**src/rtl/uart_irq_pkg.sv**
```systemverilog
package uart_irq_pkg;
   localparam int NSRC = 11;
   localparam int NLINE = 6;

   localparam int B_RI  = 0;
   localparam int B_CTS = 1;
   localparam int B_DCD = 2;
   localparam int B_DSR = 3;
   localparam int B_RX  = 4;
   localparam int B_TX  = 5;
   localparam int B_RT  = 6;
   localparam int B_FE  = 7;
   localparam int B_PE  = 8;
   localparam int B_BE  = 9;
   localparam int B_OE  = 10;

   localparam logic [NSRC-1:0] GRP_MS  = 11'h00F;
   localparam logic [NSRC-1:0] GRP_ERR = 11'h780;
   localparam logic [NSRC-1:0] GRP_RX  = 11'h010;
   localparam logic [NSRC-1:0] GRP_TX  = 11'h020;
   localparam logic [NSRC-1:0] GRP_RT  = 11'h040;

   // line order: 0 combined, 1 rx, 2 tx, 3 rt, 4 ms, 5 err
   localparam logic [NSRC-1:0] LINE_GRP [NLINE] = '{
      GRP_ERR | GRP_MS | GRP_RT | GRP_TX | GRP_RX,
      GRP_RX, GRP_TX, GRP_RT, GRP_MS, GRP_ERR};

   typedef enum logic [2:0] {
      OFS_TXDATA = 3'd0,
      OFS_FLSEL  = 3'd1,
      OFS_MASK   = 3'd2,
      OFS_RAW    = 3'd3,
      OFS_MASKED = 3'd4,
      OFS_CLEAR  = 3'd5
   } reg_ofs_e;
endpackage

```
**src/rtl/uart_irq_field.sv**
```systemverilog
module uart_irq_field #(
   parameter int W = 8,
   parameter logic [W-1:0] RST = '0
) (
   input  logic         clk,
   input  logic         rst_n,
   input  logic         we,
   input  logic [W-1:0] d,
   output logic [W-1:0] q,
   output logic [W-1:0] q_nxt
);
   initial begin
      if (W < 1) $error("uart_irq_field: W must be at least 1");
   end

   always_comb q_nxt = we ? d : q;

   always_ff @(posedge clk or negedge rst_n) begin
      if (!rst_n) q <= RST;
      else        q <= q_nxt;
   end
endmodule

```
**src/rtl/uart_irq_level.sv**
```systemverilog
module uart_irq_level #(
   parameter int N = 11
) (
   input  logic         clk,
   input  logic         rst_n,
   input  logic [N-1:0] set_i,
   input  logic [N-1:0] clr_i,
   output logic [N-1:0] lvl_q,
   output logic [N-1:0] lvl_nxt
);
   // a set in the same cycle as a clear wins
   always_comb lvl_nxt = (lvl_q & ~clr_i) | set_i;

   always_ff @(posedge clk or negedge rst_n) begin
      if (!rst_n) lvl_q <= '0;
      else        lvl_q <= lvl_nxt;
   end
endmodule

```
**src/rtl/uart_irq_route.sv**
```systemverilog
module uart_irq_route
   import uart_irq_pkg::*;
(
   input  logic            clk,
   input  logic            rst_n,
   input  logic [NSRC-1:0] lvl_nxt,
   input  logic [NSRC-1:0] mask_nxt,
   output logic [NLINE-1:0] line_q
);
   logic [NSRC-1:0] active;
   always_comb active = lvl_nxt & mask_nxt;

   for (genvar g = 0; g < NLINE; g++) begin : g_line
      always_ff @(posedge clk or negedge rst_n) begin
         if (!rst_n) line_q[g] <= 1'b0;
         else        line_q[g] <= |(active & LINE_GRP[g]);
      end
   end
endmodule

```
**src/rtl/uart_irq_ctrl.sv**
```systemverilog
module uart_irq_ctrl
   import uart_irq_pkg::*;
#(
   parameter int ADDR_W = 4,
   parameter int DATA_W = 32,
   parameter int FLS_W  = 6,
   parameter logic [FLS_W-1:0] FLS_RST = 6'h12
) (
   input  logic              clk,
   input  logic              rst_n,
   input  logic              reg_wr,
   input  logic [ADDR_W-1:0] reg_addr,
   input  logic [DATA_W-1:0] reg_wdata,
   output logic [DATA_W-1:0] reg_rdata,
   input  logic [NSRC-1:0]   set_pulse,
   output logic              irq_comb,
   output logic              irq_rx,
   output logic              irq_tx,
   output logic              irq_rt,
   output logic              irq_ms,
   output logic              irq_err
);
   localparam logic [ADDR_W-1:0] A_TX  = ADDR_W'(OFS_TXDATA);
   localparam logic [ADDR_W-1:0] A_FLS = ADDR_W'(OFS_FLSEL);
   localparam logic [ADDR_W-1:0] A_MSK = ADDR_W'(OFS_MASK);
   localparam logic [ADDR_W-1:0] A_RAW = ADDR_W'(OFS_RAW);
   localparam logic [ADDR_W-1:0] A_MIS = ADDR_W'(OFS_MASKED);
   localparam logic [ADDR_W-1:0] A_CLR = ADDR_W'(OFS_CLEAR);

   initial begin
      if (ADDR_W < 3) $error("uart_irq_ctrl: ADDR_W must be at least 3");
      if (DATA_W < NSRC) $error("uart_irq_ctrl: DATA_W narrower than level");
      if (FLS_W > DATA_W) $error("uart_irq_ctrl: FLS_W wider than DATA_W");
   end

   logic [NSRC-1:0]  lvl_q, lvl_nxt, mask_q, mask_nxt, clr_v, set_v;
   logic [FLS_W-1:0] fls_q, fls_nxt;
   logic [NLINE-1:0] line_q;

   always_comb begin
      clr_v = (reg_wr && reg_addr == A_CLR) ? reg_wdata[NSRC-1:0] : '0;
      set_v = set_pulse;
      if (reg_wr && reg_addr == A_TX) set_v[B_TX] = 1'b1;
   end

   uart_irq_level #(.N(NSRC)) u_level (
      .clk(clk), .rst_n(rst_n), .set_i(set_v), .clr_i(clr_v),
      .lvl_q(lvl_q), .lvl_nxt(lvl_nxt));

   uart_irq_field #(.W(NSRC), .RST('0)) u_mask (
      .clk(clk), .rst_n(rst_n), .we(reg_wr && reg_addr == A_MSK),
      .d(reg_wdata[NSRC-1:0]), .q(mask_q), .q_nxt(mask_nxt));

   uart_irq_field #(.W(FLS_W), .RST(FLS_RST)) u_fls (
      .clk(clk), .rst_n(rst_n), .we(reg_wr && reg_addr == A_FLS),
      .d(reg_wdata[FLS_W-1:0]), .q(fls_q), .q_nxt(fls_nxt));

   uart_irq_route u_route (
      .clk(clk), .rst_n(rst_n), .lvl_nxt(lvl_nxt), .mask_nxt(mask_nxt),
      .line_q(line_q));

   always_comb begin
      reg_rdata = '0;
      case (reg_addr)
         A_FLS:   reg_rdata = DATA_W'(fls_q);
         A_MSK:   reg_rdata = DATA_W'(mask_q);
         A_RAW:   reg_rdata = DATA_W'(lvl_q);
         A_MIS:   reg_rdata = DATA_W'(lvl_q & mask_q);
         default: reg_rdata = '0;
      endcase
   end

   assign irq_comb = line_q[0];
   assign irq_rx   = line_q[1];
   assign irq_tx   = line_q[2];
   assign irq_rt   = line_q[3];
   assign irq_ms   = line_q[4];
   assign irq_err  = line_q[5];
endmodule

```
**config.mk**
```make
export PLATFORM = sky130hd
export DESIGN_NAME = uart_irq_ctrl
export DESIGN_NICKNAME = d
export VERILOG_FILES = /design/src/rtl/uart_irq_pkg.sv /design/src/rtl/uart_irq_field.sv /design/src/rtl/uart_irq_level.sv /design/src/rtl/uart_irq_route.sv /design/src/rtl/uart_irq_ctrl.sv
export SDC_FILE = /design/constraint.sdc
export NUM_CORES = 1
export LEC_CHECK = 0
export ABC_CLOCK_PERIOD_IN_PS = 1890
export BUFFER_PORTS_ARGS = -buffer_cell sky130_fd_sc_hd__buf_4
export CAP_MARGIN = 20
export CORE_MARGIN = 5
export CORE_UTILIZATION = 47
export DETAILED_ROUTE_END_ITERATION = 12
export PLACE_DENSITY_LB_ADDON = 0.08
export SLEW_MARGIN = 20
export SYNTH_ARGS = -nofsm -noshare
export SYNTH_HDL_FRONTEND = slang
export SYNTH_SLANG_ARGS = --single-unit
```
**constraint.sdc**
```tcl
create_clock -name clk -period 1.89 [get_ports clk]
set_input_delay 0.2835 -clock clk [delete_from_list [all_inputs] [get_ports clk]]
set_output_delay 0.2835 -clock clk [all_outputs]
set_load 0.01 [all_outputs]
```
==> Word level (Yosys, flattened, before mapping) <==
Cells that the tools add are included.
{ "classes": {"eq_ne": 5, "mux": 4, "bitwise": 5, "n_reduce_logical": 8} }
{ "op_table": {"columns": ["op", "count"], "rows": [
  ["$pmux W11 S4", 1],
  ["$and A11 B11 Y11", 3],
  ["$mux W11", 2],
  ["$not A11 Y11", 1],
  ["$or A11 B11 Y11", 1],
  ["$reduce_or A11 Y1", 1],
  ["$eq A4 B2 Y1 const B", 2],
  ["$eq A4 B3 Y1 const B", 2],
  ["$reduce_or A4 Y1", 2],
  ["$eq A4 B1 Y1 const B", 1],
  ["$logic_and A1 B1 Y1", 4],
  ["$logic_not A4 Y1", 1],
  ["$mux W1", 1]
]} }
{ "totals": {"reg_bits": 34, "input_bits": 50, "out_inout_bits": 38, "wordCells": 31} }

==> Logic depth before layout (Yosys ltp) <==
{ "depth": {"ltp_word": 8, "ltp_mapped": 7} }

==> Hierarchy <==
A second synthesis with hierarchy kept.
{ "hier_totals": {"hier_cells": 185, "area_unflattened_um2": 2031.9} }
{ "by_module_without_submodules": {"columns": ["mod", "n_inst", "cells_per_inst", "area_per_inst_um2", "seq_area_each_um2"], "rows": [
  ["uart_irq_ctrl", 1, 99, 700.7, 0.0],
  ["uart_irq_field at u_mask", 1, 23, 447.9, 275.3],
  ["uart_irq_level", 1, 33, 399.1, 275.3],
  ["uart_irq_field at u_fls", 1, 13, 254.0, 152.6],
  ["uart_irq_route", 1, 17, 230.2, 150.1]
]} }

==> Worst setup path after synthesis <==
OpenSTA, ideal clock, no wires.
{ "synth_timing": {"kind": "input to register", "from": "input reg_addr[3]", "to": "register u_route.line_q[0]", "setup_ns": 0.131, "arrival_ns": 1.758, "path_slack_ns": 0.001, "stages": 6, "path_buffers": 1, "path_cell_list": "or3b_1 buf_6 o21ai_1 a221oi_1 a2111o_1 or3_1"} }
{ "synth_between": {"elab_chain_len": 8} }
{ "synth_rtl": {"columns": ["item", "line", "text"], "rows": [
  ["start, declared", "uart_irq_ctrl.sv:12", "input logic [ADDR_W-1:0] reg_addr,"],
  ["$eq A4 B3 Y1", "uart_irq_ctrl.sv:41", "clr_v = (reg_wr && reg_addr == A_CLR) ? reg_wdata[NSRC-1:0] : '0;"],
  ["$logic_and A1 B1 Y1", "uart_irq_ctrl.sv:41", null],
  ["$mux W11", "uart_irq_ctrl.sv:41", null],
  ["$not A11 Y11", "uart_irq_level.sv:12", "always_comb lvl_nxt = (lvl_q & ~clr_i) | set_i;"],
  ["$and A11 B11 Y11", "uart_irq_level.sv:12", null],
  ["$or A11 B11 Y11", "uart_irq_level.sv:12", null],
  ["$and A11 B11 Y11 (*)", "uart_irq_route.sv:11", "always_comb active = lvl_nxt & mask_nxt;"],
  ["$reduce_or A11 Y1 (*)", "uart_irq_route.sv:16", "else line_q[g] <= |(active & LINE_GRP[g]);"],
  ["end signal, assigned by index", "uart_irq_route.sv:16", null],
  ["end, declared", "uart_irq_route.sv:8", "output logic [NLINE-1:0] line_q"]
]} }
Every way passes the cells marked *; elsewhere a longest branch is shown, timed or not.
A chain may end at the register's enable or synchronous reset.

==> Worst setup path in the final report <==
{ "layout_timing": {"from": "input reg_addr[3]", "to": "register u_route.line_q[0]"} }
{ "layout_between": {"elab_chain_len": 8} }
{ "layout_rtl": {"columns": ["item", "line", "text"], "rows": [
  ["$eq A4 B3 Y1", "uart_irq_ctrl.sv:41", null],
  ["$logic_and A1 B1 Y1", "uart_irq_ctrl.sv:41", null],
  ["$mux W11", "uart_irq_ctrl.sv:41", null],
  ["$not A11 Y11", "uart_irq_level.sv:12", null],
  ["$and A11 B11 Y11", "uart_irq_level.sv:12", null],
  ["$or A11 B11 Y11", "uart_irq_level.sv:12", null],
  ["net lvl_nxt[1]", "uart_irq_ctrl.sv:36", "logic [NSRC-1:0] lvl_q, lvl_nxt, mask_q, mask_nxt, clr_v, set_v;"],
  ["$and A11 B11 Y11", "uart_irq_route.sv:11", null],
  ["$reduce_or A11 Y1", "uart_irq_route.sv:16", null]
]} }
The timed path passes the listed nets, and every way through them passes these cells.

==> results.sh <==
export IMPL_status="finished clean"
export IMPL_wirelength_um=5090
export IMPL_whs_path_depth=3
export IMPL_worstSetupStartpointType="input pin"
export IMPL_dp_hpwl_um=3780
export IMPL_power_frac_comb=0.252
export IMPL_rrSetupSlack_ns=0.31
export IMPL_io_buffers=45
export IMPL_tns_ns=0
export IMPL_ys_seq_elements=34
export IMPL_rsz0062_at_grt="false"
export IMPL_fillers=345
export IMPL_setup_viol=0
export IMPL_ir_drop_v=0.000495
export IMPL_die_h_um=74.0
export IMPL_crit_type="in -> reg"
export IMPL_power_leakage_nw=1.27
export IMPL_initial_core_util=0.485
export IMPL_die_w_um=74.0
export IMPL_fmax_mhz=544
export IMPL_clk_latency_ns=0.28
export IMPL_path_clk_slew_ns=0.07
export IMPL_vias=1730
export IMPL_fin_skew_ns=0.00517
export IMPL_drt_initial_drc_count=169
export IMPL_p_per_area_nw_per_um2=787
export IMPL_clock_power_share=0.306
export IMPL_cp_max_fo=14
export IMPL_clockBufferDepth=2
export IMPL_final_area_um2=2600
export IMPL_layout_nets=327
export IMPL_r2r_cells=3
export IMPL_swShare=0.279
export IMPL_pwr_share_seq=0.442
export IMPL_hold_end="u_level.lvl_q[4]"
export IMPL_dr_pass1_iters=4
export IMPL_r2r_end="u_route.line_q[0]"
export IMPL_final_hold_viol_count=0
export IMPL_root_buffer="clkbuf_8"
export IMPL_core_area_um2=3970
export IMPL_synthCells=208
export IMPL_netlist_area_um2=1920
export IMPL_synth_simple_gate_area_frac=0.159
export IMPL_clock_sinks=34
export IMPL_synthMuxAreaShare=0.0371
export IMPL_io_pins=88
export IMPL_grt_antenna_before_repair=0
export IMPL_synth_top_family_by_area="compound AO/OA/AOI/OAI gates"
export IMPL_ys_types=39
export IMPL_area_growth_syn_to_layout_pct=35.0
export IMPL_n_antenna_cell=0
export IMPL_synthXorXnorAreaFrac=0
export IMPL_seq_area_frac_synth=0.443
export IMPL_cts_setup_buffers=0
export IMPL_grt_pass1_wl_um=8220
export IMPL_synth_compound_area_share=0.223
export IMPL_ys_warn_count=0
export IMPL_viasPerCell=5.27
export IMPL_grt_use_total=0.196
export IMPL_cp_arrival_ns=2.00
export IMPL_worstHoldStart="set_pulse[4]"
export IMPL_slew_viol_final=0
export IMPL_globalplace_congestion=0.863
export IMPL_placed_cell_area_um2=2390
export IMPL_syn_avg_cell_area_um2=9.25
export IMPL_post_route_drc_count=0
export IMPL_net_switching_power_mw=0.570
export IMPL_hold_class="in -> reg"
export IMPL_grt_ovfl_total=0
export IMPL_htreeDepth=2
export IMPL_post_drt_wl_per_cell_um=15.5
export IMPL_grt_max_degree=35
export IMPL_die_area_um2=5470
export IMPL_required_ns=2.05
export IMPL_p_int_mw=1.47
export IMPL_crit_path_end_kind="flip-flop"
export IMPL_grt_pass1_vias=1743
export IMPL_maxCapViolCount=0
export IMPL_period_minus_slack_ns=1.84
export IMPL_cts_tree="done"
export IMPL_reg2reg_from="u_mask.q[1]"
export IMPL_rows=23
export IMPL_numCtsBuffers=5
export IMPL_drive_gt1_frac=0.374
export IMPL_antenna_left=0
export IMPL_finalCritPeriodShare=0.973
export IMPL_synth_adder_area_share=0
## synthesized netlist by cell type
master / n / area share
inv_1: 13 / 0.025
a22oi_1: 9 / 0.035
a2111o_1: 2 / 0.012
a32oi_1: 4 / 0.018
inv_2: 1 / 0.0019
nor2b_1: 8 / 0.026
o21ai_2: 1 / 0.0046
o31ai_1: 3 / 0.012
dfrtp_1: 32 / 0.42
nand2_1: 15 / 0.029
conb_1: 1 / 0.0019
and2_1: 2 / 0.0065
nor2_2: 1 / 0.0033
nand4bb_1: 1 / 0.0059
a31oi_1: 2 / 0.0065
nand2_2: 1 / 0.0033
a21oi_1: 14 / 0.036
or2b_1: 1 / 0.0039
o32ai_1: 6 / 0.027
buf_6: 1 / 0.0059
a221oi_1: 6 / 0.027
mux2_4: 1 / 0.0078
and2b_1: 1 / 0.0039
or2_2: 1 / 0.0033
o21ai_0: 6 / 0.016
nor3b_2: 1 / 0.0065
buf_1: 1 / 0.0019
or3_1: 2 / 0.0065
clkbuf_1: 6 / 0.012
nor2_1: 14 / 0.027
buf_4: 22 / 0.086
a21o_1: 4 / 0.016
o21ai_1: 5 / 0.013
nand3_1: 10 / 0.026
and3_1: 1 / 0.0033
mux2_2: 5 / 0.029
buf_2: 1 / 0.0026
dfstp_2: 2 / 0.027
or3b_1: 1 / 0.0046
## stage by stage
step	util	worst slack [ns]	hold slack [ns]	power, mW	instances
floorplan	-	0.000775	-0.0121	1.19	228
global placement	0.603	-0.302	0.257	1.40	319
detailed placement	0.603	-0.347	0.260	1.41	319
CTS	0.638	0.00626	0.194	2.05	328
global route	0.654	0.000290	0.213	2.15	328
finish	0.654	0.0513	0.199	2.04	328
## area by class of cell
cell class	count	area, um2	share of cell area
well taps	50	62.6	0.0241
repair buffers	73	558	0.215
clock buffers	8	110	0.0424
multi-input cells	149	962	0.370
inverters	14	52.6	0.0202
flip-flops and latches	34	853	0.328
## registers in the layout, summed over array words and instances (netlist names)
| register | cells |
|---|---|
| u_mask.q | 11 |
| u_level.lvl_q | 11 |
| u_route.line_q | 6 |
| u_fls.q | 6 |
## power by group through the flow
| stage | sequential (mW) | clock (mW) | combinational, mW |
|---|---|---|---|
| floorplan | 0.913 | 0 | 0.274 |
| global placement | 0.914 | 0 | 0.490 |
| detailed placement | 0.913 | 0 | 0.495 |
| CTS | 0.901 | 0.643 | 0.501 |
| global route | 0.914 | 0.669 | 0.567 |
| finish | 0.904 | 0.626 | 0.515 |
## layer usage
metal | vias up | routed length [um] | part of all wire | global-route usage
met5 | - | 0 | 0 | 0
met4 | 0 | 30 | 0.0059 | 0.0584
met2 | 79 | 2350 | 0.46 | 0.313
li1 | 837 | - | - | -
met1 | 812 | 2140 | 0.42 | 0.259
met3 | 2 | 561 | 0.11 | 0.0581
## logic make-up (layout without fill, tap and decap cells)
kind of cell           count (synthesis)  in the layout
AOI/OAI and AO/OA                     62             62
other                                  1             21
and+or+nand+nor                       60             60
DFF                                   34             34
buffers and inverters                 45             95
muxes                                  6              6
## layout by cell type, fill, tap and decap left out, types with 2 or more instances in the layout
cell,Yosys,final
buf_4,22,70
dfrtp_1,32,32
conb_1,1,21
nand2_1,15,15
nor2_1,14,14
a21oi_1,14,14
inv_1,13,13
nand3_1,10,10
a22oi_1,9,9
nor2b_1,8,8
clkbuf_8,0,8
a221oi_1,6,6
o21ai_1,5,5
mux2_2,5,5
o32ai_1,6,5
o21ai_0,6,4
a21o_1,4,4
a32oi_1,4,4
o21ai_2,1,3
o31ai_2,0,2
a2111o_1,2,2
or3_1,2,2
buf_6,1,2
dfstp_2,2,2
## repair_timing
| item | 4_1_cts | 5_1_grt |
|---|---|---|
| endpoints found under the hold margin | 32 | 0 |
| hold buffers | 1 | 0 |
| resized for setup | 4 | 13 |
| pin swaps | 1 | 3 |
| setup endpoints to repair | 1 | 2 |
## critical path, cell delays in order
cell	delay [ns]
buf_4	0.12
buf_6	0.15
nand4bb_4	0.22
nor2_4	0.15
buf_6	0.13
a31oi_2	0.10
a2111o_1	0.47
or3_1	0.38
## worst max path at each step
stage,cells past startpoint,endpoint,start
final,8,u_route.line_q[0],reg_addr[3]
after global placement,8,u_route.line_q[0],reg_addr[3]
after detailed placement,8,u_route.line_q[0],reg_addr[3]
after CTS,7,u_route.line_q[0],reg_addr[3]
after floorplan,6,u_route.line_q[0],reg_addr[3]
after global routing,6,u_route.line_q[0],reg_addr[3]
No activity file was read; power rests on OpenSTA's default activity.
